$ cat config.mk
export PLATFORM = sky130hd
export DESIGN_NAME = rxctx_resolver
export DESIGN_NICKNAME = d
export VERILOG_FILES = /design/src/rtl/rxctx_pkg.sv /design/src/rtl/rxctx_quad_decode.sv /design/src/rtl/rxctx_ptab_index.sv /design/src/rtl/rxctx_entry_fields.sv /design/src/rtl/rxctx_resolver.sv
export SDC_FILE = /design/constraint.sdc
export NUM_CORES = 1
export LEC_CHECK = 0
export BUFFER_PORTS_ARGS = -buffer_cell sky130_fd_sc_hd__buf_2
export CAP_MARGIN = 25
export CORE_AREA = 10 10 174 176
export DETAILED_ROUTE_END_ITERATION = 8
export DIE_AREA = 0 0 184 186
export PLACE_DENSITY = 0.71
export RECOVER_POWER = 50
export SKIP_LAST_GASP = 1
export SLEW_MARGIN = 10
export SYNTH_ARGS = -nofsm -noshare
export SYNTH_HDL_FRONTEND = slang
export SYNTH_SLANG_ARGS = --single-unit
$ cat constraint.sdc
create_clock -name clk -period 3.1 [get_ports clk]
set_input_delay 0.155 -clock clk [delete_from_list [all_inputs] [get_ports clk]]
set_output_delay 0.155 -clock clk [all_outputs]
set_load 0.02 [all_outputs]
$ cat src/rtl/rxctx_pkg.sv
package rxctx_pkg;
  localparam int VA_W        = 64;
  localparam int QUAD_HI     = 63;
  localparam int QUAD_LO     = 62;
  localparam int STRIP_BITS  = 4;
  localparam int KEEP_HI     = VA_W - STRIP_BITS - 1;
  localparam int PTB_LO      = 12;
  localparam int RD_LO       = 8;
  localparam int SZ_W        = 5;
  localparam int TS_W        = 6;
  localparam int TS_BIAS     = 31;
  localparam int ENT_SHIFT   = 4;
  localparam int MIN_ENT_LOG = PTB_LO - ENT_SHIFT;

  typedef enum logic [1:0] {
    ST_IDLE = 2'd0,
    ST_REQ  = 2'd1,
    ST_WAIT = 2'd2
  } rx_state_e;

  typedef enum logic [1:0] {
    QD_USER = 2'd0,
    QD_HVA  = 2'd1,
    QD_HVB  = 2'd2,
    QD_KERN = 2'd3
  } rx_quad_e;
endpackage

$ cat src/rtl/rxctx_quad_decode.sv
module rxctx_quad_decode
  import rxctx_pkg::*;
#(
  parameter int PID_W  = 20,
  parameter int LPID_W = 12
) (
  input  logic [VA_W-1:0]   ea,
  input  logic [PID_W-1:0]  pid_reg,
  input  logic [LPID_W-1:0] lpid_reg,
  output logic [PID_W-1:0]  sel_pid,
  output logic [LPID_W-1:0] sel_lpid,
  output logic              hv_quad,
  output logic [VA_W-1:0]   stripped
);
  rx_quad_e quad;

  assign quad     = rx_quad_e'(ea[QUAD_HI:QUAD_LO]);
  assign stripped = {{STRIP_BITS{1'b0}}, ea[KEEP_HI:0]};

  always_comb begin
    sel_lpid = lpid_reg;
    sel_pid  = '0;
    hv_quad  = 1'b0;
    unique case (quad)
      QD_USER: sel_pid = pid_reg;
      QD_KERN: sel_pid = '0;
      default: hv_quad = 1'b1;
    endcase
  end
endmodule

$ cat src/rtl/rxctx_ptab_index.sv
module rxctx_ptab_index
  import rxctx_pkg::*;
#(
  parameter int PID_W = 20
) (
  input  logic [VA_W-1:0]  part_entry,
  input  logic [PID_W-1:0] pid,
  output logic [VA_W-1:0]  entry_addr,
  output logic             in_range
);
  localparam int SHW = SZ_W + 2;

  logic [VA_W-1:0] tbl_base;
  logic [VA_W-1:0] pid_ext;
  logic [SHW-1:0]  lim_log;

  assign tbl_base   = {{STRIP_BITS{1'b0}}, part_entry[KEEP_HI:PTB_LO], {PTB_LO{1'b0}}};
  assign pid_ext    = VA_W'(pid);
  assign lim_log    = SHW'(part_entry[SZ_W-1:0]) + SHW'(MIN_ENT_LOG);
  assign in_range   = ((pid_ext >> lim_log) == '0);
  assign entry_addr = tbl_base + (pid_ext << ENT_SHIFT);
endmodule

$ cat src/rtl/rxctx_entry_fields.sv
module rxctx_entry_fields
  import rxctx_pkg::*;
(
  input  logic [VA_W-1:0] entry,
  output logic [VA_W-1:0] root_base,
  output logic [SZ_W-1:0] root_size,
  output logic [TS_W-1:0] tree_size
);
  logic [SZ_W-1:0] ts_code;

  assign ts_code   = {entry[62:61], entry[7:5]};
  assign root_base = {{STRIP_BITS{1'b0}}, entry[KEEP_HI:RD_LO], {RD_LO{1'b0}}};
  assign root_size = entry[SZ_W-1:0];
  assign tree_size = TS_W'(ts_code) + TS_W'(TS_BIAS);
endmodule

$ cat src/rtl/rxctx_resolver.sv
module rxctx_resolver
  import rxctx_pkg::*;
#(
  parameter int PID_W  = 20,
  parameter int LPID_W = 12
) (
  input  logic              clk,
  input  logic              rst_n,
  input  logic              start,
  input  logic [63:0]       ea,
  input  logic              xlate_en,
  input  logic [PID_W-1:0]  pid_reg,
  input  logic [LPID_W-1:0] lpid_reg,
  input  logic [63:0]       part_entry,
  output logic              rd_req_valid,
  input  logic              rd_req_ready,
  output logic [63:0]       rd_req_addr,
  input  logic              rd_rsp_valid,
  input  logic [63:0]       rd_rsp_data,
  output logic              done,
  output logic              seg_fault,
  output logic              stor_fault,
  output logic              real_mode,
  output logic [63:0]       eff_addr,
  output logic [PID_W-1:0]  ctx_pid,
  output logic [LPID_W-1:0] ctx_lpid,
  output logic [63:0]       root_base,
  output logic [4:0]        root_size,
  output logic [5:0]        tree_size
);
  rx_state_e state_q, state_d;

  logic [PID_W-1:0]  q_pid;
  logic [LPID_W-1:0] q_lpid;
  logic              q_hv;
  logic [VA_W-1:0]   q_strip;
  logic [VA_W-1:0]   ix_addr;
  logic              ix_ok;
  logic [VA_W-1:0]   f_base;
  logic [SZ_W-1:0]   f_rsize;
  logic [TS_W-1:0]   f_tsize;

  logic              accept;
  logic              addr_en, ctx_en, fld_en;
  logic              done_d, seg_d, stor_d, rm_d;

  rxctx_quad_decode #(.PID_W(PID_W), .LPID_W(LPID_W)) u_quad (
    .ea       (ea),
    .pid_reg  (pid_reg),
    .lpid_reg (lpid_reg),
    .sel_pid  (q_pid),
    .sel_lpid (q_lpid),
    .hv_quad  (q_hv),
    .stripped (q_strip)
  );

  rxctx_ptab_index #(.PID_W(PID_W)) u_idx (
    .part_entry (part_entry),
    .pid        (q_pid),
    .entry_addr (ix_addr),
    .in_range   (ix_ok)
  );

  rxctx_entry_fields u_fld (
    .entry     (rd_rsp_data),
    .root_base (f_base),
    .root_size (f_rsize),
    .tree_size (f_tsize)
  );

  assign accept = start && (state_q == ST_IDLE);

  // next-state and enable decode
  always_comb begin
    state_d = state_q;
    addr_en = 1'b0;
    ctx_en  = 1'b0;
    fld_en  = 1'b0;
    done_d  = 1'b0;
    seg_d   = 1'b0;
    stor_d  = 1'b0;
    rm_d    = real_mode;
    unique case (state_q)
      ST_IDLE: begin
        if (accept) begin
          rm_d = !xlate_en;
          if (!xlate_en) begin
            done_d = 1'b1;
          end else if (q_hv) begin
            seg_d = 1'b1;
          end else begin
            ctx_en = 1'b1;
            if (!ix_ok) begin
              stor_d = 1'b1;
            end else begin
              addr_en = 1'b1;
              state_d = ST_REQ;
            end
          end
        end
      end
      ST_REQ: begin
        if (rd_req_ready) state_d = ST_WAIT;
      end
      ST_WAIT: begin
        if (rd_rsp_valid) begin
          fld_en  = 1'b1;
          done_d  = 1'b1;
          state_d = ST_IDLE;
        end
      end
      default: state_d = ST_IDLE;
    endcase
  end

  // control registers
  always_ff @(posedge clk or negedge rst_n) begin
    if (!rst_n) begin
      state_q    <= ST_IDLE;
      done       <= 1'b0;
      seg_fault  <= 1'b0;
      stor_fault <= 1'b0;
      real_mode  <= 1'b0;
    end else begin
      state_q    <= state_d;
      done       <= done_d;
      seg_fault  <= seg_d;
      stor_fault <= stor_d;
      real_mode  <= rm_d;
    end
  end

  // datapath registers with explicit enables
  always_ff @(posedge clk or negedge rst_n) begin
    if (!rst_n) begin
      eff_addr    <= '0;
      rd_req_addr <= '0;
      ctx_pid     <= '0;
      ctx_lpid    <= '0;
      root_base   <= '0;
      root_size   <= '0;
      tree_size   <= '0;
    end else begin
      if (accept) eff_addr <= q_strip;
      if (addr_en) rd_req_addr <= ix_addr;
      if (ctx_en) begin
        ctx_pid  <= q_pid;
        ctx_lpid <= q_lpid;
      end
      if (fld_en) begin
        root_base <= f_base;
        root_size <= f_rsize;
        tree_size <= f_tsize;
      end
    end
  end

  assign rd_req_valid = (state_q == ST_REQ);

  AST_REAL_DIRECT: assert property (@(posedge clk) disable iff (!rst_n)
    (start && state_q == ST_IDLE && !xlate_en) |=> (done && real_mode && !rd_req_valid));
  AST_HV_SEGMENT: assert property (@(posedge clk) disable iff (!rst_n)
    (start && state_q == ST_IDLE && xlate_en && (ea[63:62] == 2'b01 || ea[63:62] == 2'b10))
      |=> (seg_fault && !rd_req_valid));
  AST_ONE_OUTCOME: assert property (@(posedge clk) disable iff (!rst_n)
    $countones({done, seg_fault, stor_fault}) <= 1);
  AST_DONE_AFTER_BEAT: assert property (@(posedge clk) disable iff (!rst_n)
    (state_q == ST_WAIT && rd_rsp_valid) |=> done);
  AST_REQ_HELD: assert property (@(posedge clk) disable iff (!rst_n)
    (rd_req_valid && !rd_req_ready) |=> (rd_req_valid && $stable(rd_req_addr)));
  AST_IDLE_HOLD: assert property (@(posedge clk) disable iff (!rst_n)
    (state_q == ST_IDLE && !start) |=> ($stable(eff_addr) && $stable(root_base) && $stable(tree_size)));
endmodule

# Word-level counts from Yosys, hierarchy flattened
# Index checks and enable logic that the tools add are counted.
[totals]
out_inout_bits = 240
elab_cells = 64
register_bits = 225
[classes]
n_shift = 1
add_sub_neg = 3
reduce_logical = 8
muxes = 31
n_eq_ne = 9
[op_table]
columns = ["op", "count"]
rows = [
  ["$logic_not A64 Y1", 1],
  ["$shr A20 B7 Y64", 1],
  ["$add A60 B24 Y61", 1],
  ["$mux W1", 22],
  ["$mux W20", 1],
  ["$mux W2", 6],
  ["$ne A2 B2 Y1 const B", 5],
  ["$add A5 B4 Y6 const B", 1],
  ["$add A5 B5 Y6 const B", 1],
  ["$pmux W2 S3", 1],
  ["$reduce_and A6 Y1", 1],
  ["$eq A2 B2 Y1 const B", 2],
  ["$logic_not A2 Y1", 2],
  ["$eq A2 B1 Y1 const B", 1],
  ["$ne A2 B1 Y1 const B", 1],
  ["$pmux W1 S2", 1],
  ["$reduce_and A2 Y1", 1],
  ["$reduce_or A2 Y1", 1],
  ["$logic_and A1 B1 Y1", 1],
  ["$logic_not A1 Y1", 1],
]

# Longest topological paths before layout
# Gate-level depths: netlist of run 1.
[depth]
word_depth = 9
depth_mapped = 17

# By module
# Synthesis of run 1 repeated with hierarchy kept, for this count alone.
[unflattened]
cells_unflattened = 1071
area_unflattened_um2 = 11949.0
[by_module_without_submodules]
columns = ["module", "cells_per_inst", "area_each_um2", "n_inst", "seq_area_each_um2"]
rows = [
  ["rxctx_resolver", 653, 8949.8, 1, 6030.8],
  ["rxctx_ptab_index", 235, 1649.1, 1, 0.0],
  ["rxctx_quad_decode", 102, 748.2, 1, 0.0],
  ["rxctx_entry_fields", 81, 601.8, 1, 0.0],
]

# Worst setup path before layout of run 1
# Ideal clock, no wire load.
[synth_timing]
kind = "input to register"
startpoint = "input ea[62]"
endpoint = "register rd_req_addr[54]"
setup_slack_ps = -223
required_ps = 3018
n_path_buf = 4
t_arrival_ps = 3242
cell_stages = 15
cell_sequence = "inv_1 -> ha_1 -> buf_2 -> buf_4 -> clkbuf_1 -> nand2_1 -> fa_1 -> nor2b_1 -> a21oi_1 -> o221a_1 -> o31a_1 -> o21a_1 -> buf_6 -> or4_1 -> a31oi_1"
[synth_via]
elab_chain_len = 9
elab_cells_between_ends = 12
classes_between = "add/sub (1); eq/ne (1); shift (1); mux (6); reduce/logical (3)"
[synth_rtl]
columns = ["item", "line", "source"]
rows = [
  ["from (decl)", "rxctx_resolver.sv:10", "input logic [63:0] ea,"],
  ["$logic_not A2 Y1", "rxctx_quad_decode.sv:24", "unique case (quad)"],
  ["$mux W20", "rxctx_quad_decode.sv:24", ""],
  ["$shr A20 B7 Y64", "rxctx_ptab_index.sv:20", "assign in_range = ((pid_ext >> lim_log) == '0);"],
  ["$logic_not A64 Y1", "rxctx_ptab_index.sv:20", ""],
  ["$mux W1", "rxctx_resolver.sv:93", "if (!ix_ok) begin"],
  ["$mux W1", "rxctx_resolver.sv:89", "end else if (q_hv) begin"],
  ["$mux W1", "rxctx_resolver.sv:87", "if (!xlate_en) begin"],
  ["$mux W1", "rxctx_resolver.sv:85", "if (accept) begin"],
  ["$mux W1", "rxctx_resolver.sv:83", "unique case (state_q)"],
  ["to (signal assigned)", "rxctx_resolver.sv:145", "if (addr_en) rd_req_addr <= ix_addr;"],
  ["to (decl)", "rxctx_resolver.sv:17", "output logic [63:0] rd_req_addr,"],
]
# Several ways; a longest one is shown, not always the timed one.
# A chain may end at the register's enable or synchronous reset.

# Final worst setup path of run 1
[layout_timing]
startpoint = "input part_entry[12]"
endpoint = "register rd_req_addr[48]"
[layout_via]
elab_chain_len = 1
[layout_rtl]
columns = ["item", "line", "source"]
rows = [
  ["from (decl)", "rxctx_resolver.sv:14", "input logic [63:0] part_entry,"],
  ["$add A60 B24 Y61", "rxctx_ptab_index.sv:21", "assign entry_addr = tbl_base + (pid_ext << ENT_SHIFT);"],
]
# No other way between the ends.

==> flow_summary.json, run 1 <==
{
  "status": "complete, but fails checks",
  "violations": "max-capacitance violations, max-slew violations",
  "critPathArrivalTime_ns": 3.35,
  "maxCapViolations": 1,
  "synth_edf_count": 0,
  "pin_count": 470,
  "hp-start": "part_entry[27]",
  "fin_skew_ns": 0.0125,
  "tns_ns": 0,
  "die_area_um2": 34200,
  "place_ws_ns": -0.144,
  "hpwl_um": 27200,
  "htree_levels": 1,
  "gp_congestion": 0.881,
  "grtUsageTotal": 0.215,
  "synth-seq-area-share": 0.549,
  "whs_ns": 0.00765,
  "synth_top_area_cell": "dfrtp_1",
  "critPathBufInv": 4,
  "cp_slowest_cell": "dlygate4sd3_1",
  "drtIter0Drc": 568,
  "via_per_inst": 4.96,
  "path_cells": "dlygate4sd3_1 > buf_2 > ha_4 > inv_2 > fa_2 > nor2b_1 > a21oi_1 > o221a_1 > o31a_1 > o21a_1 > buf_12 > or4b_1 > a31oi_1",
  "num_vias": 9861,
  "startpoint_type": "primary input",
  "ant_nets": 0,
  "fmax_ghz": 0.343,
  "ys_top_cells_by_count": "nand2_1, dfrtp_1, mux2_2, o21ai_0, clkbuf_1",
  "post-route-period-util": 0.940,
  "antenna_found_initial": 3,
  "cts_tree": "done",
  "relSlewSlack": -0.351,
  "die_y_um": 186,
  "worst-slew-pin-transition_ns": 2.03,
  "yosys_most_used_dff": "dfrtp_1",
  "routedWlPerCell_um": 19.5,
  "period_needed_ns": 2.91,
  "grt_pass1_vias": 10400,
  "gr-total-overflow": 0,
  "cp_max_fo": 24,
  "required_ns": 3.54,
  "routed_wirelength_um": 38800,
  "clock_tree.buffer_depth": 3,
  "synth_top_area_share": 0.549,
  "cts_setup_buffers": 0,
  "syn-cell-area_um2": 9940,
  "synth_cell_types": 61,
  "cp_num_cells": 13,
  "cpPeakStageDelay_ns": 0.56,
  "final_util": 0.562,
  "ctsRootBufferMaster": "clkbuf_16",
  "hp-class": "in2reg",
  "leakage_uw": 0.00735,
  "rrSetupSlack_ns": 0.75,
  "vdd_drop_max_mv": 0.354,
  "avgSynthCellArea_um2": 9.82,
  "ctsHoldBuffers": 181,
  "critPathTopFamily": "compound AO/OA/AOI/OAI gates",
  "worst-r2r-cell-count": 7,
  "grt_pass1_wl_um": 58400,
  "first_pass_iters": 5,
  "hold_violations": 0,
  "ctsResizeCount": 0,
  "timing.rr.start": "state_q[1]",
  "rsz0062_at_grt": "false",
  "slew_viol_final": 73,
  "yosysMostFrequentCell": "nand2_1",
  "path_clk_slew_ns": 0.06,
  "grt_max_degree": 74,
  "die_x_um": 184,
  "place_inst": 1760,
  "async_flop_share": 1.00,
  "end_kind": "register",
  "area_growth_pct": 51.2,
  "syn_inst": 1012,
  "rr_endpoint": "rd_req_addr[28]",
  "core-area_um2": 26700,
  "worst_hold_path.endpoint": "rd_req_addr[27]",
  "start_util": 0.372,
  "nFillCells": 2265,
  "fin_ws_ns": 0.187,
  "layout-drive-gt1-share": 0.287,
  "row_count": 60,
  "fin_cells": 1989,
  "num-nets-final": 1869,
  "clock_latency_ns": 0.52,
  "io_buffers": 431,
  "yosys_warnings": 0,
  "yosys_register_bits": 218,
  "power_density_nw_per_um2": 753,
  "clock_sinks": 218,
  "worstSetupPathType": "in2reg",
  "route.detailed.drc": 0,
  "synthTopCellsByArea": "dfrtp_1, nand2_1, mux2_2",
  "setup_violations": 0,
  "numCtsBuffers": 25,
  "whs_path_depth": 3
}
==> worst max-delay path by stage <==
stage                         startpoint               to  slack, ns
after detailed placement          ea[63]  rd_req_addr[48]      -0.14
final                     part_entry[12]  rd_req_addr[48]       0.19
after CTS                 part_entry[12]  rd_req_addr[48]       0.22
after global placement            ea[63]  rd_req_addr[48]      -0.09
after global routing      part_entry[12]  rd_req_addr[48]      0.009
after floorplan                   ea[63]  rd_req_addr[54]      0.003
==> sequential cells by signal, summed over array words and instances, names as in the netlist <==
register / count
ctx_lpid: 12
ctx_pid: 20
done: 1
eff_addr: 60
rd_req_addr: 57
real_mode: 1
root_base: 52
root_size: 5
seg_fault: 1
state_q: 2
stor_fault: 1
tree_size: 6
==> worst min-delay path: stages <==
cell and delay [ns]:
buf_2 0.10, xnor2_1 0.11, o21ai_0 0.09
==> where the power goes <==
part           switching, uW  total, uW  internal (uW)
logic                   2650       4040           1380
clock network           1180       2950           1770
registers                546       4330           3780
total                   4380      11300           6930
==> placed cells by master, fill, tap and decap left out, types with 16 or more instances in the layout <==
cell type | synthesis | layout
mux2_2 | 65 | 65
clkbuf_16 | 0 | 25
nand2_1 | 316 | 315
nor2_1 | 26 | 26
dlygate4sd3_1 | 0 | 181
buf_2 | 6 | 323
inv_1 | 20 | 19
o21ai_0 | 43 | 43
conb_1 | 1 | 23
clkbuf_1 | 39 | 110
o21ai_1 | 25 | 25
buf_4 | 24 | 21
nand3_1 | 19 | 19
a21oi_1 | 16 | 16
xnor2_1 | 26 | 26
dfrtp_1 | 218 | 218
==> area by class of cell <==
class	count	area (um2)	area share
flip-flops and latches	218	5460	0.363
multi-input cells	722	4140	0.275
repair buffers	640	4110	0.273
clock buffers	30	664	0.0442
well taps	341	427	0.0284
clock inverters	13	150	0.00999
inverters	20	75.1	0.00500
diodes	5	12.5	0.000833
==> kinds of logic (layout without fill, tap and decap cells) <==
logic type	count (synthesis)	count (layout)	share of synthesized area
simple gates	435	435	0.190
flops	218	218	0.549
compound gates	154	154	0.0964
buf+inv	94	703	0.0461
mux	65	65	0.0736
xor+xnor	33	33	0.0291
fa+ha+maj	12	12	0.0159
other cells	1	28	0.000377
==> routing by layer <==
metal / GRT usage / wire, um
met1: 0.241 / 14400
met2: 0.373 / 19500
met3: 0.0614 / 3360
met4: 0.0931 / 1570
met5: 0 / 0
==> through the flow <==
step	total power, uW	area, um2
3_3_place_gp	8110	12500
5_1_grt	11900	15000
3_5_place_dp	8230	12500
6_report	11300	15000
4_1_cts	11400	15200
2_1_floorplan	6510	10100
Power figures use the tool's default switching activity.
==> run 2: changes to the inputs <==
--- a/config.mk
+++ b/config.mk
@@ -5,11 +5,13 @@
 export SDC_FILE = /design/constraint.sdc
 export NUM_CORES = 1
 export LEC_CHECK = 0
+export ABC_CLOCK_PERIOD_IN_PS = 3100
 export BUFFER_PORTS_ARGS = -buffer_cell sky130_fd_sc_hd__buf_2
 export CAP_MARGIN = 25
 export CORE_AREA = 10 10 174 176
 export DETAILED_ROUTE_END_ITERATION = 8
 export DIE_AREA = 0 0 184 186
+export HOLD_SLACK_MARGIN = 0.15
 export PLACE_DENSITY = 0.71
 export RECOVER_POWER = 50
 export SKIP_LAST_GASP = 1
==> flow_summary.json, run 2 (same netlist as run 1, synthesis figures left out) <==
{
  "grt_max_degree": 74,
  "final_util": 0.578,
  "comb_power_share": 0.360,
  "seqPwrFrac": 0.381,
  "first_pass_iters": 4,
  "io_buffers": 431,
  "relSlewSlack": -0.363,
  "cp_slowest_cell": "dlygate4sd3_1",
  "routedWlPerCell_um": 19.7,
  "die_x_um": 184,
  "critPathBufInv": 4,
  "power_uw": 11400,
  "cp_max_fo": 24,
  "hp-class": "in2reg",
  "start_util": 0.372,
  "top_register": "eff_addr",
  "end_kind": "register",
  "cts_tree": "done",
  "grt_pass1_wl_um": 59900,
  "period_needed_ns": 3.03,
  "die_area_um2": 34200,
  "via_per_inst": 4.95,
  "required_ns": 3.47,
  "hp-start": "part_entry[23]",
  "grtUsageTotal": 0.220,
  "pwr-share-clk": 0.259,
  "setup_violations": 0,
  "worstSetupPathType": "in2reg",
  "num_vias": 10000,
  "row_count": 60,
  "cpMostUsedCell": "dlygate4sd3_1",
  "largest_reg_flops": 60,
  "fin_area_um2": 15400,
  "layout-drive-gt1-share": 0.286,
  "switching_share": 0.388,
  "clock_sinks": 218,
  "core-area_um2": 26700,
  "tns_ns": 0,
  "ctsRootBufferMaster": "clkbuf_16",
  "htree_levels": 1,
  "placed_area_um2": 12500,
  "drtIter0Drc": 606,
  "power_density_nw_per_um2": 737,
  "route.detailed.drc": 0,
  "path_cells": "dlygate4sd3_1 > buf_2 > nand2_1 > fa_2 > nor2b_2 > a21oi_1 > o221a_1 > o31a_1 > o21a_1 > buf_12 > o31ai_1 > dlygate4sd3_1 > a31oi_1",
  "cpPeakStageDelay_ns": 0.59,
  "critPathTopFamily": "buffers and inverters",
  "fmax_ghz": 0.330,
  "final_cell_mix": "buf_2, nand2_1, dfrtp_1",
  "grt_pass1_vias": 10600,
  "post-route-period-util": 0.978,
  "whs_path_depth": 4,
  "gr-total-overflow": 0,
  "nFillCells": 2204,
  "antenna_found_initial": 4,
  "clock_latency_ns": 0.52,
  "slew_viol_final": 73,
  "power.internal_uw": 6970,
  "ant_nets": 0,
  "hpwl_um": 27200,
  "final_common_cell": "buf_2",
  "routed_wirelength_um": 39900,
  "path_clk_slew_ns": 0.06,
  "die_y_um": 186,
  "violations": "max-capacitance violations, max-slew violations",
  "hold_violations": 0,
  "leakage_uw": 0.00753,
  "status": "complete, but fails checks",
  "rrSetupSlack_ns": 0.48,
  "fin_skew_ns": 0.0105,
  "maxCapViolations": 1,
  "startpoint_type": "primary input",
  "gp_congestion": 0.881,
  "area_growth_pct": 55.4,
  "worst-r2r-cell-count": 9,
  "num-nets-final": 1906,
  "pin_count": 470,
  "rr_endpoint": "rd_req_addr[34]",
  "worst-slew-pin-transition_ns": 2.04,
  "critPathArrivalTime_ns": 3.41,
  "worst_hold_path.endpoint": "rd_req_addr[23]",
  "timing.rr.start": "state_q[1]",
  "vdd_drop_max_mv": 0.354,
  "power_switching_uw": 4410,
  "numCtsBuffers": 25,
  "rsz0062_at_grt": "true",
  "clock_tree.buffer_depth": 3,
  "reg_top3": "eff_addr (60), rd_req_addr (57), root_base (52)"
}
## run 2: cell types whose count changed in the layout (fill, tap and decap cells not counted), sizes merged
cell / change
buf: +3
clkbuf: -2
diode: -1
dlygate4sd3: +36
## run 2: area by class of cell
cell class / count / area, um2 / area share
flip-flops and latches: 218 / 5460 / 0.353
repair buffers: 677 / 4490 / 0.290
multi-input cells: 722 / 4180 / 0.271
clock buffers: 30 / 664 / 0.0430
well taps: 341 / 427 / 0.0276
clock inverters: 13 / 150 / 0.00972
inverters: 20 / 75.1 / 0.00486
diodes: 4 / 10.0 / 0.000648
## run 2: worst max path at each step
stage,depth (start not counted),to,start
6_report,13,rd_req_addr[54],pid_reg[9]
5_1_grt,13,rd_req_addr[54],pid_reg[9]
4_1_cts,16,rd_req_addr[56],ea[63]
3_5_place_dp,15,rd_req_addr[48],ea[63]
3_3_place_gp,15,rd_req_addr[48],ea[63]
2_1_floorplan,16,rd_req_addr[54],ea[63]
## run 2: per-stage QoR
step	std cells	hold slack [ns]	worst slack, ns
6_report	2025	0.171	0.0672
5_1_grt	2023	0.200	-0.0645
4_1_cts	2022	0.165	0.0179
3_5_place_dp	1760	0.195	-0.144
3_3_place_gp	1759	0.189	-0.0918
2_1_floorplan	1034	-0.141	0.00294
## run 2: repair_timing
action,in CTS,in global routing
resized for setup,0,11
hold endpoints to repair,327,0
buffers inserted,0,1
endpoints found under the setup margin,0,10
hold buffers,219,0
## run 2: power groups by stage
| stage | sequential [uW] | combinational (uW) | clock, uW |
|---|---|---|---|
| 6_report | 4340 | 4100 | 2950 |
| 5_1_grt | 4440 | 4390 | 3140 |
| 4_1_cts | 4250 | 4170 | 3020 |
| 3_5_place_dp | 4280 | 3940 | 0 |
| 3_3_place_gp | 4240 | 3880 | 0 |
| 2_1_floorplan | 5450 | 1070 | 0 |
## run 2: routing by layer
| layer | track usage | up-vias | wire length [um] |
|---|---|---|---|
| met1 | 0.244 | 4794 | 14700 |
| met3 | 0.0634 | 103 | 3380 |
| li1 | - | 4681 | - |
| met4 | 0.0885 | 2 | 1460 |
| met5 | 0 | - | 15 |
| met2 | 0.387 | 437 | 20400 |
## run 2: worst reg2reg max path: cells and delay by family (launching register included)
kind / cells / cell delay (ns)
and+or+nand+nor: 6 / 0.98
buffers and inverters: 2 / 0.88
DFF: 1 / 0.44
AOI/OAI and AO/OA: 1 / 0.26
==> run 3: changes to the inputs <==
--- a/config.mk
+++ b/config.mk
@@ -5,7 +5,7 @@
 export SDC_FILE = /design/constraint.sdc
 export NUM_CORES = 1
 export LEC_CHECK = 0
-export ABC_CLOCK_PERIOD_IN_PS = 3100
+export ABC_CLOCK_PERIOD_IN_PS = 3350
 export BUFFER_PORTS_ARGS = -buffer_cell sky130_fd_sc_hd__buf_2
 export CAP_MARGIN = 25
 export CORE_AREA = 10 10 174 176
==> constraint.sdc (replaced) <==
create_clock -name clk -period 3.35 [get_ports clk]
set_input_delay 0.1675 -clock clk [delete_from_list [all_inputs] [get_ports clk]]
set_output_delay 0.1675 -clock clk [all_outputs]
set_load 0.02 [all_outputs]
==> flow_summary.json, run 3 (same netlist as run 1, synthesis figures left out) <==
{
  "status": "complete, but fails checks",
  "violations": "max-capacitance violations, max-slew violations",
  "m1WireLength_um": 14700,
  "gp_congestion": 0.842,
  "path_clk_slew_ns": 0.06,
  "htree_levels": 1,
  "start_util": 0.372,
  "clock_latency_ns": 0.52,
  "reg_top3": "eff_addr (60), rd_req_addr (57), root_base (52)",
  "hp-start": "part_entry[22]",
  "post-route-period-util": 0.982,
  "io_buffers": 431,
  "route.detailed.drc": 0,
  "worst-r2r-cell-count": 9,
  "via_per_inst": 5.09,
  "leakage_uw": 0.00753,
  "rrSetupSlack_ns": 0.68,
  "final_cell_mix": "buf_2, nand2_1, dlygate4sd3_1",
  "worst-slew-pin-transition_ns": 2.57,
  "die_area_um2": 34200,
  "drtIter0Drc": 685,
  "slew_viol_final": 97,
  "end_kind": "register",
  "numCtsBuffers": 25,
  "gr-total-overflow": 0,
  "critPathArrivalTime_ns": 3.76,
  "die_y_um": 186,
  "layout-drive-gt1-share": 0.280,
  "cpPeakStageDelay_ns": 0.56,
  "cp-endpoint": "rd_req_addr[46]",
  "fin_cells": 2025,
  "antenna_found_initial": 4,
  "hpwl_um": 27300,
  "area_growth_pct": 55.3,
  "final_common_cell": "buf_2",
  "path_cells": "buf_2 > inv_1 > ha_4 > and2_1 > ha_1 > inv_1 > fa_2 > and2_1 > o221a_1 > o31a_1 > o21a_1 > buf_12 > or4_1 > a31oi_1 > dlygate4sd3_1",
  "vdd_drop_max_mv": 0.393,
  "die_x_um": 184,
  "setup_violations": 0,
  "num_vias": 10300,
  "grt_pass1_vias": 10900,
  "cp_max_fo": 30,
  "power_density_nw_per_um2": 701,
  "setup.worst_path.start": "ea[63]",
  "row_count": 60,
  "worstSetupPathType": "in2reg",
  "wl_met2_um": 20400,
  "timing.rr.start": "state_q[1]",
  "top_register": "eff_addr",
  "hp-class": "in2reg",
  "startpoint_type": "primary input",
  "cts_tree": "done",
  "clock_sinks": 218,
  "cp_slowest_cell": "dlygate4sd3_1",
  "ctsRootBufferMaster": "clkbuf_16",
  "ant_nets": 0,
  "relSlewSlack": -0.715,
  "num-nets-final": 1904,
  "rr_endpoint": "rd_req_addr[46]",
  "fin_skew_ns": 0.00621,
  "period_needed_ns": 3.29,
  "pin_count": 470,
  "hold_violations": 0,
  "met3_length_um": 4160,
  "routed_wirelength_um": 41300,
  "place_inst": 1754,
  "first_pass_iters": 5,
  "core-area_um2": 26700,
  "tns_ns": 0,
  "grt_max_degree": 99,
  "top_layer_used": "met4",
  "whs_ns": 0.171,
  "required_ns": 3.82,
  "fmax_ghz": 0.304,
  "largest_reg_flops": 60,
  "routedWlPerCell_um": 20.4,
  "grtUsageTotal": 0.229,
  "grt_pass1_wl_um": 61900,
  "clock_tree.buffer_depth": 3,
  "maxCapViolations": 1
}
==> run 3: cell types whose count changed in the layout (fill, tap and decap cells not counted), moves of 2 or more <==
cell / previous run / this run
and2_4: 2 / 0
buf_2: 325 / 327
dlygate4sd3_1: 217 / 219
buf_12: 5 / 3
clkbuf_8: 2 / 5
clkinvlp_4: 4 / 1
==> run 3: worst min path at each step <==
| stage | to | cells past startpoint |
|---|---|---|
| floorplan | ctx_lpid[0] | 0 |
| global placement | ctx_pid[19] | 1 |
| detailed placement | ctx_pid[19] | 1 |
| CTS | rd_req_addr[22] | 4 |
| global route | rd_req_addr[21] | 4 |
| finish | rd_req_addr[22] | 4 |
==> run 3: routing by layer <==
metal  track usage  vias to the layer above
li1              -                     4684
met1         0.248                     4931
met2         0.392                      547
met3        0.0766                      145
met4         0.114                        0
met5             0                        -
==> run 3: cell type report <==
| type | instances | area (um2) |
|---|---|---|
| diodes | 4 | 10.0 |
| clock buffers | 34 | 709 |
| clock inverters | 11 | 161 |
| fillers | 2176 | 11300 |
| inverters | 20 | 75.1 |
| multi-input cells | 722 | 4140 |
| flip-flops and latches | 218 | 5460 |
| well taps | 341 | 427 |
| repair buffers | 675 | 4460 |
==> run 3: what timing repair did <==
action / CTS / global route
setup buffers: 0 / 3
setup endpoints to repair: 0 / 4
endpoints found under the hold margin: 305 / 0
gates resized for setup: 0 / 6
hold buffers: 219 / 0
==> run 3: report_power, final <==
part	switching, uW	total, uW	internal [uW]
clock	1140	2930	1790
sequential	516	4010	3500
combinational	2540	3870	1330
==> run 3: per-stage QoR <==
step / power (uW) / instance area [um2] / setup slack (ns) / util
after detailed placement: 7660 / 12500 / -0.00228 / 0.466
final: 10800 / 15400 / 0.0593 / 0.578
after floorplan: 6020 / 10000 / 0.0140 / -
after global routing: 11300 / 15400 / -0.00773 / 0.578
after global placement: 7540 / 12400 / 0.0543 / 0.465
after CTS: 10800 / 15500 / 0.0104 / 0.581
==> run 3: worst max-delay path: cells and delay by family <==
family / cells / cell delay, ns
buffers and inverters: 5 / 0.97
AND/OR/NAND/NOR: 3 / 0.80
adder cells (fa/ha/maj): 3 / 0.74
AO/OA/AOI/OAI: 4 / 1.06
